<file path="src/rtl/trim_pkg.sv">
package trim_pkg;
  typedef enum logic [1:0] {
    TRIM_HOLD  = 2'd0,
    TRIM_RAISE = 2'd1,
    TRIM_LOWER = 2'd2
  } trim_dir_e;
endpackage

</file>
<file path="src/rtl/trim_phase_classify.sv">
module trim_phase_classify
  import trim_pkg::*;
(
  input  logic      ph_up,
  input  logic      ph_dn,
  input  logic      ph_lock,
  output trim_dir_e dir
);
  // Lock wins; conflicting up/dn is treated as lock.
  always_comb begin
    if (ph_lock || (ph_up == ph_dn)) dir = TRIM_HOLD;
    else if (ph_up)                  dir = TRIM_RAISE;
    else                             dir = TRIM_LOWER;
  end
endmodule

</file>
<file path="src/rtl/trim_arbiter.sv">
module trim_arbiter #(
  parameter int HOLD_CYC = 4
) (
  input  logic clk,
  input  logic rst,
  input  logic en,
  input  logic slow_req,
  input  logic want_step,
  output logic step_ok,
  output logic slow_gnt,
  output logic trim_gnt
);
  localparam int HW = (HOLD_CYC > 2) ? $clog2(HOLD_CYC) : 1;
  localparam logic [HW-1:0] HOLD_LOAD = HW'(HOLD_CYC - 1);

  logic [HW-1:0] hold_cnt;
  logic          settled;

  assign settled = (hold_cnt == '0);
  // The slow loop has priority; trim only moves when settled and enabled.
  assign step_ok = en && !slow_req && settled && want_step;

  always_ff @(posedge clk) begin
    if (rst) begin
      hold_cnt <= '0;
      slow_gnt <= 1'b0;
      trim_gnt <= 1'b0;
    end else begin
      slow_gnt <= slow_req;
      trim_gnt <= step_ok;
      if (slow_req || step_ok) hold_cnt <= HOLD_LOAD;
      else if (!settled)       hold_cnt <= hold_cnt - 1'b1;
    end
  end

  p_mutex_r10: assert property (@(posedge clk) disable iff (rst)
    !(slow_gnt && trim_gnt));

  p_slow_grant_r8: assert property (@(posedge clk) disable iff (rst)
    slow_req |=> (slow_gnt && !trim_gnt));

  p_no_back_to_back_r5: assert property (@(posedge clk) disable iff (rst)
    trim_gnt |=> !trim_gnt);

  p_after_slow_r9: assert property (@(posedge clk) disable iff (rst)
    slow_gnt |=> !trim_gnt);
endmodule

</file>
<file path="src/rtl/trim_accum.sv">
module trim_accum
  import trim_pkg::*;
#(
  parameter int TW       = 5,
  parameter int TRIM_MAX = 24,
  parameter int TRIM_RST = 12
) (
  input  logic          clk,
  input  logic          rst,
  input  trim_dir_e     dir,
  input  logic          step_ok,
  output logic          want_step,
  output logic [TW-1:0] trim_val,
  output logic [TW-1:0] trim_next
);
  localparam logic [TW-1:0] TOP  = TW'(TRIM_MAX);
  localparam logic [TW-1:0] INIT = TW'(TRIM_RST);

  logic at_top, at_bot;
  assign at_top = (trim_val >= TOP);
  assign at_bot = (trim_val == '0);

  always_comb begin
    unique case (dir)
      TRIM_RAISE: want_step = !at_top;
      TRIM_LOWER: want_step = !at_bot;
      default:    want_step = 1'b0;
    endcase
  end

  always_comb begin
    trim_next = trim_val;
    if (step_ok) begin
      if (dir == TRIM_RAISE)      trim_next = trim_val + 1'b1;
      else if (dir == TRIM_LOWER) trim_next = trim_val - 1'b1;
    end
  end

  always_ff @(posedge clk) begin
    if (rst) trim_val <= INIT;
    else     trim_val <= trim_next;
  end

  p_range_r6: assert property (@(posedge clk) disable iff (rst)
    trim_val <= TOP);

  p_unit_step_r2: assert property (@(posedge clk) disable iff (rst)
    (trim_val == $past(trim_val)) || (trim_val == $past(trim_val) + 1'b1) ||
    (trim_val == $past(trim_val) - 1'b1));
endmodule

</file>
<file path="src/rtl/trim_seg_decoder.sv">
module trim_seg_decoder #(
  parameter int TW       = 5,
  parameter int TRIM_MAX = 24,
  parameter int TRIM_RST = 12
) (
  input  logic                clk,
  input  logic                rst,
  input  logic [TW-1:0]       trim_next,
  output logic [TRIM_MAX-1:0] seg_word
);
  for (genvar i = 0; i < TRIM_MAX; i++) begin : g_seg
    localparam logic RST_BIT = (i < TRIM_RST);
    always_ff @(posedge clk) begin
      if (rst) seg_word[i] <= RST_BIT;
      else     seg_word[i] <= (trim_next > TW'(i));
    end
  end
endmodule

</file>
<file path="src/rtl/supply_trim_ctrl.sv">
module supply_trim_ctrl
  import trim_pkg::*;
#(
  parameter int TW       = 5,
  parameter int TRIM_MAX = 24,
  parameter int TRIM_RST = 12,
  parameter int HOLD_CYC = 4
) (
  input  logic                clk,
  input  logic                rst,
  input  logic                en,
  input  logic                ph_up,
  input  logic                ph_dn,
  input  logic                ph_lock,
  input  logic                slow_req,
  output logic [TW-1:0]       trim_val,
  output logic                trim_gnt,
  output logic                slow_gnt,
  output logic [TRIM_MAX-1:0] seg_word
);
  trim_dir_e     dir;
  logic          want_step, step_ok;
  logic [TW-1:0] trim_next;

  trim_phase_classify u_cls (
    .ph_up(ph_up), .ph_dn(ph_dn), .ph_lock(ph_lock), .dir(dir)
  );

  trim_arbiter #(.HOLD_CYC(HOLD_CYC)) u_arb (
    .clk(clk), .rst(rst), .en(en), .slow_req(slow_req),
    .want_step(want_step), .step_ok(step_ok),
    .slow_gnt(slow_gnt), .trim_gnt(trim_gnt)
  );

  trim_accum #(.TW(TW), .TRIM_MAX(TRIM_MAX), .TRIM_RST(TRIM_RST)) u_acc (
    .clk(clk), .rst(rst), .dir(dir), .step_ok(step_ok),
    .want_step(want_step), .trim_val(trim_val), .trim_next(trim_next)
  );

  trim_seg_decoder #(.TW(TW), .TRIM_MAX(TRIM_MAX), .TRIM_RST(TRIM_RST)) u_dec (
    .clk(clk), .rst(rst), .trim_next(trim_next), .seg_word(seg_word)
  );

  p_seg_match_r11: assert property (@(posedge clk) disable iff (rst)
    $countones(seg_word) == int'(trim_val));

  p_disabled_r7: assert property (@(posedge clk) disable iff (rst)
    !en |=> !trim_gnt);

  p_lock_holds_r4: assert property (@(posedge clk) disable iff (rst)
    ph_lock |=> $stable(trim_val));
endmodule

</file>
<file path="config.mk">
export PLATFORM = sky130hd
export DESIGN_NAME = supply_trim_ctrl
export DESIGN_NICKNAME = d
export VERILOG_FILES = /design/src/rtl/trim_pkg.sv /design/src/rtl/trim_phase_classify.sv /design/src/rtl/trim_arbiter.sv /design/src/rtl/trim_accum.sv /design/src/rtl/trim_seg_decoder.sv /design/src/rtl/supply_trim_ctrl.sv
export SDC_FILE = /design/constraint.sdc
export NUM_CORES = 1
export LEC_CHECK = 0
export BUFFER_PORTS_ARGS = -buffer_cell sky130_fd_sc_hd__buf_2
export CAP_MARGIN = 5
export CORE_UTILIZATION = 55
export CTS_CLUSTER_DIAMETER = 200
export CTS_CLUSTER_SIZE = 30
export DETAILED_ROUTE_END_ITERATION = 8
export PLACE_DENSITY = 0.85
export RECOVER_POWER = 100
export SETUP_SLACK_MARGIN = 0.15
export SYNTH_ARGS = -nofsm -noshare
export SYNTH_HDL_FRONTEND = slang
export SYNTH_SLANG_ARGS = --single-unit
</file>
<file path="constraint.sdc">
create_clock -name clk -period 5.5 [get_ports clk]
set_input_delay 0.275 -clock clk [delete_from_list [all_inputs] [get_ports clk]]
set_output_delay 0.275 -clock clk [all_outputs]
set_load 0.02 [all_outputs]
</file>
==> out/results.txt, run 1 <==
Post-CTS sizing: 0
Synthesized netlist net count: 142
Footprint of the multi-input gates: 597 µm²
Max-cap violations: 0
CTS Sinks: 33
Synthesized area: 1400 µm²
Drt wl/cell: 13.8 µm
Number of synthesized flops with an enable pin: 0
First-pass GRT wire length: 4310 µm
Die Area: 2740 µm²
Top cells by area, synth: dfxtp_1 (47%), ha_1 (3.6%), a21oi_1 (2.5%)
Final wirelength: 2720 µm
Clk buf depth: 2
Pleak: 0.563 nW
CP Class: reg2reg
Hpwl dp: 2000 µm
CP Capture Type: flop
Least-Margin Pin Slew: 1.08 ns
Yosys warning count: 0
Min-delay src: slow_req
Vias: 1092
#FFs+latches synth: 33
First-pass detailed-route iteration total: 4
Grt ovf: 0
Synth Instances: 131
Distinct cells, synth: 46
Register area: 661 µm²
Antenna Nets Post-Route: 0
Fmax: 0.308 GHz
Dominant synthesized flop cell: dfxtp_1
Final worst-path cycle share: 59.1%
Post-synth top area share: 47.3%
Die Y: 52.4 µm
# port buffers: 37
Power Density: 262 nW/µm²
CTS root buffer: clkbuf_4
Num ports: 38
H-tree depth: 2
Sequential share of the synthesized area: 47.3%
Yosys top cell by area: dfxtp_1
Most common cell in the synthesized netlist: dfxtp_1
Filler cells: 215
Via/cell ratio: 5.54
Clk_lat worst skew: 0.32 ns
GP Congestion: 0.822
Setup TNS: 0 ns
Vias in the first global route: 996
Setup Buffers After CTS: 0
CTS Buf Count: 5
All-Layer GR Usage: 22.2%
FF-to-FF Start: u_acc.trim_val[0]$_SDFF_PP0_
Clock Skew: 0.00603 ns
Startpoint Class: flop
Critical R2R Capture: u_dec.seg_word[1]$_SDFF_PP1_
CTS tree: done
Pin count of the biggest net entering global routing: 16
Initial Util: 60.8%
Core Box Area: 2300 µm²
Layout Utilization: 66.1%
Hold depth: 2
WHS Endpoint: u_arb.slow_gnt$_SDFF_PP0_
P&R area growth vs syn: 8.78%
Initial DRC Count: 23
Worst hold path type: in2reg
Worst R2R Path Depth: 8
Power Total: 0.398 mW
Nets@finish: 180
Share of cells above drive strength 1: 9.47%
Peak VDD IR: 0.236 mV
Die X: 52.4 µm
Commonest cells post-synth: dfxtp_1 (33), nor2_1 (9), a21oi_1 (7), inv_1 (7), o21ai_0 (5)
Ys async rst share: 0%
CP Max Fanout: 15
Placement Rows: 17
Diodes inserted: 0
Drc violations: 0
Status: complete, no violations
CP arrival: 3.40 ns
Tmin final: 3.25 ns
Slew Viols, Final: 0
Max-slew headroom: 26.8%
Final setup viols: 0
RSZ-0062 raised after global routing: false
Syn Area/Cell: 10.7 µm²
Data required, critical path: 5.65 ns
CTS hold repair buffers: 0
CTS clk-pin slew, worst paths: 0.09 ns
Initial antenna violation count: 0
Setup slack, reg-to-reg: 2.25 ns
Hold Vio Cnt, Final: 0
-- cell type report --
class	instances	area share (%)
inverter	7	1.73
timing repair buffer	37	9.56
tap	28	2.31
multi-input combinational	85	39.3
sequential	33	43.5
clock buffer	7	3.62
-- worst max-delay path by stage --
stage,from,end,slack [ns],cells past startpoint
after floorplan,u_acc.trim_val[0]$_SDFF_PP0_,u_dec.seg_word[22]$_SDFF_PP0_,3.14,8
after global placement,u_acc.trim_val[0]$_SDFF_PP0_,u_dec.seg_word[1]$_SDFF_PP1_,2.95,8
after detailed placement,u_acc.trim_val[0]$_SDFF_PP0_,u_dec.seg_word[1]$_SDFF_PP1_,2.79,8
after CTS,u_acc.trim_val[0]$_SDFF_PP0_,u_dec.seg_word[1]$_SDFF_PP1_,2.76,8
after global routing,u_acc.trim_val[0]$_SDFF_PP0_,u_dec.seg_word[1]$_SDFF_PP1_,1.99,8
final,u_acc.trim_val[0]$_SDFF_PP0_,u_dec.seg_word[1]$_SDFF_PP1_,2.25,8
-- stage by stage --
stage               cells  setup WS, ns  hold slack [ns]  instance area [µm²]
CTS                   197          2.76            0.214                 1640
finish                197          2.25            0.225                 1520
floorplan             131          3.14            0.377                 1400
global placement      190          2.95            0.537                 1580
detailed placement    190          2.79            0.558                 1580
global route          197          1.99            0.204                 1520
-- state kept, by name, summed over array words and instances, names as in the netlist --
signal and flops:
u_arb.slow_gnt 1, u_arb.hold_cnt 2, u_dec.seg_word 24, u_acc.trim_val 5, u_arb.trim_gnt 1
-- worst max-delay path, stage by stage (launching register included) --
cell and delay (ns):
dfxtp_1 0.37, inv_1 0.14, ha_1 0.16, or4b_1 0.45, a22oi_1 0.49, nor3b_1 0.12
xnor2_1 0.84, and2_0 0.38, a32oi_1 0.13
-- routing by layer --
metal	vias up	part of all wire (%)	global-route usage, %
li1	544	-	-
met1	506	45	27.1
met2	38	48	35.2
met3	4	6.0	9.57
met4	0	1.1	6.58
met5	-	0	0
-- power by group --
part           switching (mW)  total [mW]  internal, mW  leakage (nW)
Sequential            0.00119       0.242         0.241         0.267
Clock                  0.0703       0.131        0.0603        0.0314
Combinational          0.0151      0.0250       0.00990         0.265
Total                  0.0865       0.398         0.311         0.563
-- logic make-up (layout without fill, tap and decap cells) --
family	after synthesis	after routing	share of synthesized area (%)
adders and majority gates	4	4	3.58
AOI/OAI and AO/OA	30	30	18.1
and+or+nand+nor	43	43	19.2
DFF	33	33	47.3
muxes	3	3	3.14
xor gates and xnor gates	5	5	4.21
buffers and inverters	13	51	4.48
-- placed cells by master, fill, tap and decap left out, types with 2 or more instances in the layout --
master     n
ha_1       4
clkbuf_1  33
a22oi_1    2
xnor2_1    4
mux2i_1    2
or3_1      2
and2b_1    2
nor3_1     3
nand2_1    4
a21oi_1    7
nand3_1    3
nand4_1    2
nand2b_1   2
o41ai_1    4
nor2b_1    2
buf_2      5
inv_1      7
o21a_1     3
nor2_1    10
and2_0     3
clkbuf_4   5
nor3b_1    2
o21ai_0    6
dfxtp_1   33
No activity file was read; power rests on OpenSTA's default activity.
==> run 2, diff against run 1 <==
--- a/config.mk
+++ b/config.mk
@@ -5,13 +5,14 @@
 export SDC_FILE = /design/constraint.sdc
 export NUM_CORES = 1
 export LEC_CHECK = 0
+export ABC_AREA = 1
 export BUFFER_PORTS_ARGS = -buffer_cell sky130_fd_sc_hd__buf_2
 export CAP_MARGIN = 5
-export CORE_UTILIZATION = 55
+export CORE_UTILIZATION = 46
 export CTS_CLUSTER_DIAMETER = 200
 export CTS_CLUSTER_SIZE = 30
 export DETAILED_ROUTE_END_ITERATION = 8
-export PLACE_DENSITY = 0.85
+export PLACE_DENSITY = 0.76
 export RECOVER_POWER = 100
 export SETUP_SLACK_MARGIN = 0.15
 export SYNTH_ARGS = -nofsm -noshare
==> constraint.sdc (replaced) <==
create_clock -name clk -period 2.9 [get_ports clk]
set_input_delay 0.145 -clock clk [delete_from_list [all_inputs] [get_ports clk]]
set_output_delay 0.145 -clock clk [all_outputs]
set_load 0.02 [all_outputs]
==> run 2 against run 1 <==
  * The flow now finishes with violations (design-rule violations)
  * Power increased by 89%
  * Non-clock buffer count unchanged
  * First-iteration DRC count increased by 22%
  * Combinational power increased by 140%
  * Synthesized cell count increased by 44%
  * Count of clock-buffer cells in the layout decreased by 1
  * Critical path type unchanged
  * Critical endpoint is now u_dec.seg_word[14]$_SDFF_PP0_
  * Highest routed layer unchanged
==> out/results.txt, run 2 <==
Status: complete, but fails checks
Failing checks: design-rule violations
Met2 wire length: 1210 µm
Hpwl dp: 2070 µm
Commonest non-fill, non-tap cells in the layout: nand2_1 (59), clkbuf_1 (33), dfxtp_1 (33)
Max reg flops: 24
#FFs+latches synth: 33
CTS hold repair buffers: 0
Drc violations: 2
CP Buf/Inv Count: 2
Met1 Routed Length: 1320 µm
Distinct cells, synth: 26
Die Y: 57.7 µm
Diodes inserted: 0
Clock network power share: 30.6%
Data required, critical path: 3.09 ns
Setup Buffers After CTS: 0
Yosys warning count: 0
Most common cell after layout, fill and taps aside: nand2_1
Worst Setup Slack, final: 0.603 ns
Initial antenna violation count: 0
Vias in the first global route: 1097
Synth Area in XOR/XNOR: 0%
Flop pwr share: 61.5%
FF-to-FF Start: u_acc.trim_val[0]$_SDFF_PP0_
Clock Skew: 0.00568 ns
Core Box Area: 2850 µm²
Sequential share of the synthesized area: 46.2%
Clk_lat worst skew: 0.32 ns
Via/cell ratio: 4.83
Syn Area/Cell: 7.56 µm²
Slew Viols, Final: 0
Grt ovf: 0
Yosys top cell by area: dfxtp_1
Largest regs: u_dec.seg_word: 24 flops, u_acc.trim_val: 5 flops, u_arb.hold_cnt: 2 flops
Die X: 57.7 µm
Combinational power share: 7.9%
Setup slack, reg-to-reg: 0.60 ns
Worst hold path type: in2reg
Hold Vio Cnt, Final: 0
Critical Path Max Stage Delay: 0.44 ns
Post-CTS sizing: 0
Post-Layout Cell Count: 263
All-Layer GR Usage: 18.3%
Largest register by flop count: u_dec.seg_word
CTS Buf Count: 5
CTS Sinks: 33
Post-synth top area share: 46.2%
CP Capture Type: flop
DR top layer: met4
H-tree depth: 2
Startpoint Class: flop
Vias: 1269
Max-cap violations: 0
Tmin final: 2.30 ns
Sw frac: 24.1%
CP Class: reg2reg
First-pass detailed-route iteration total: 6
Nets@finish: 242
Ys async rst share: 0%
Most common cell in the synthesized netlist: nand2_1
Met3 WL: 132 µm
Pin count of the biggest net entering global routing: 12
Clk buf depth: 2
RSZ-0062 raised after global routing: false
Slowest cell on crit path: a21oi_1
Peak VDD IR: 0.377 mV
Commonest cells post-synth: nand2_1 (53), dfxtp_1 (33), inv_1 (27), nor2_1 (22), nand3_1 (14)
Worst R2R Path Depth: 12
Synth Instances: 189
Critical R2R Capture: u_dec.seg_word[14]$_SDFF_PP0_
WHS Endpoint: u_arb.slow_gnt$_SDFF_PP0_
Max-slew headroom: 64.4%
Design Area, Final: 1600 µm²
GP Congestion: 0.802
Net switching power figure: 0.181 mW
CP Max Fanout: 10
CTS root buffer: clkbuf_4
Post-synthesis compound-gate area fraction: 5.17%
Mux contribution to synthesized area: 0%
Pleak: 0.803 nW
CP arrival: 2.48 ns
Final setup viols: 0
Antenna Nets Post-Route: 0
Initial Util: 50.1%
CTS tree: done
Power Total: 0.751 mW
Pint: 0.570 mW
Simple-Gate Fraction of Synth Area: 36.0%
Final worst-path cycle share: 79.2%
Min-delay src: slow_req
Synthesized netlist net count: 200
Placed cells: 255
Setup TNS: 0 ns
Drt wl/cell: 10.3 µm
# port buffers: 37
Largest family of logic cells by synthesized area: simple AND/OR/NAND/NOR gates
Hold depth: 3
WHS: 0.0616 ns
Area after DPL: 1640 µm²
Share of cells above drive strength 1: 9.05%
First-pass GRT wire length: 4570 µm
Initial DRC Count: 28
Number of synthesized flops with an enable pin: 0
Crit-path cells: inv_1 > ha_1 > inv_1 > nor2_1 > nand2_1 > nand2_2 > a21oi_1 > nand2_1 > nand2_1 > nand2_4 > nand2_1 > o21ai_0
Pre-CTS WS: 0.940 ns
Final wirelength: 2710 µm
P&R area growth vs syn: 11.8%
CTS clk-pin slew, worst paths: 0.09 ns
Synthesized area: 1430 µm²
CP top delay family: simple AND/OR/NAND/NOR gates
Adder-Cell Fraction of Synth Area: 3.50%
Die Area: 3330 µm²
Fmax: 0.435 GHz
Top cells by area, synth: dfxtp_1 (46%), nand2_1 (14%), inv_1 (7.1%)
Dominant synthesized flop cell: dfxtp_1
Layout Utilization: 56.0%
Least-Margin Pin Slew: 0.534 ns
Placement Rows: 19
Power Density: 470 nW/µm²
Crit path top cell by count: nand2_1
Num ports: 38
[run 2: layout make-up]
class	instances	area (µm²)
fillers	306	1250
multi-input cells	124	584
flip-flops and latches	33	661
repair buffers	37	145
clock inverters	2	10.0
well taps	31	38.8
clock buffers	6	41.3
inverters	30	118
[run 2: worst max-delay path by stage]
stage / start / end / slack (ns) / cells past startpoint
after floorplan: u_acc.trim_val[0]$_SDFF_PP0_ / u_dec.seg_word[0]$_SDFF_PP1_ / 1.06 / 14
after global placement: u_acc.trim_val[0]$_SDFF_PP0_ / u_dec.seg_word[14]$_SDFF_PP0_ / 0.95 / 13
after detailed placement: u_acc.trim_val[0]$_SDFF_PP0_ / u_dec.seg_word[14]$_SDFF_PP0_ / 0.94 / 13
after CTS: u_acc.trim_val[0]$_SDFF_PP0_ / u_dec.seg_word[14]$_SDFF_PP0_ / 0.91 / 13
after global routing: u_acc.trim_val[0]$_SDFF_PP0_ / u_dec.seg_word[14]$_SDFF_PP0_ / 0.37 / 12
final: u_acc.trim_val[0]$_SDFF_PP0_ / u_dec.seg_word[14]$_SDFF_PP0_ / 0.60 / 12
[run 2: worst register-to-register path: stages, from the launching register on]
cell     delay [ns]
dfxtp_1        0.41
inv_1          0.11
ha_1           0.20
inv_1          0.05
nor2_1         0.03
nand2_1        0.07
nand2_2        0.06
a21oi_1        0.44
nand2_1        0.10
nand2_1        0.12
nand2_4        0.08
nand2_1        0.33
o21ai_0        0.16
[run 2: cells by family after synthesis]
family	after synthesis
compound gates	11
fa+ha+maj	4
buf+inv	32
flops	33
simple gates	109
[run 2: power groups by stage]
| stage | clock [mW] | sequential [mW] | combinational (mW) |
|---|---|---|---|
| after global placement | 0 | 0.472 | 0.0636 |
| after CTS | 0.237 | 0.462 | 0.0648 |
| final | 0.230 | 0.462 | 0.0596 |
| after floorplan | 0 | 0.477 | 0.0411 |
| after global routing | 0.254 | 0.463 | 0.0682 |
| after detailed placement | 0 | 0.472 | 0.0646 |
[run 2: per-layer routing]
metal / global-route usage (%) / up-vias
met5: 0 / -
met4: 8.50 / 0
met3: 5.36 / 6
met2: 28.9 / 34
met1: 23.1 / 561
li1: - / 668
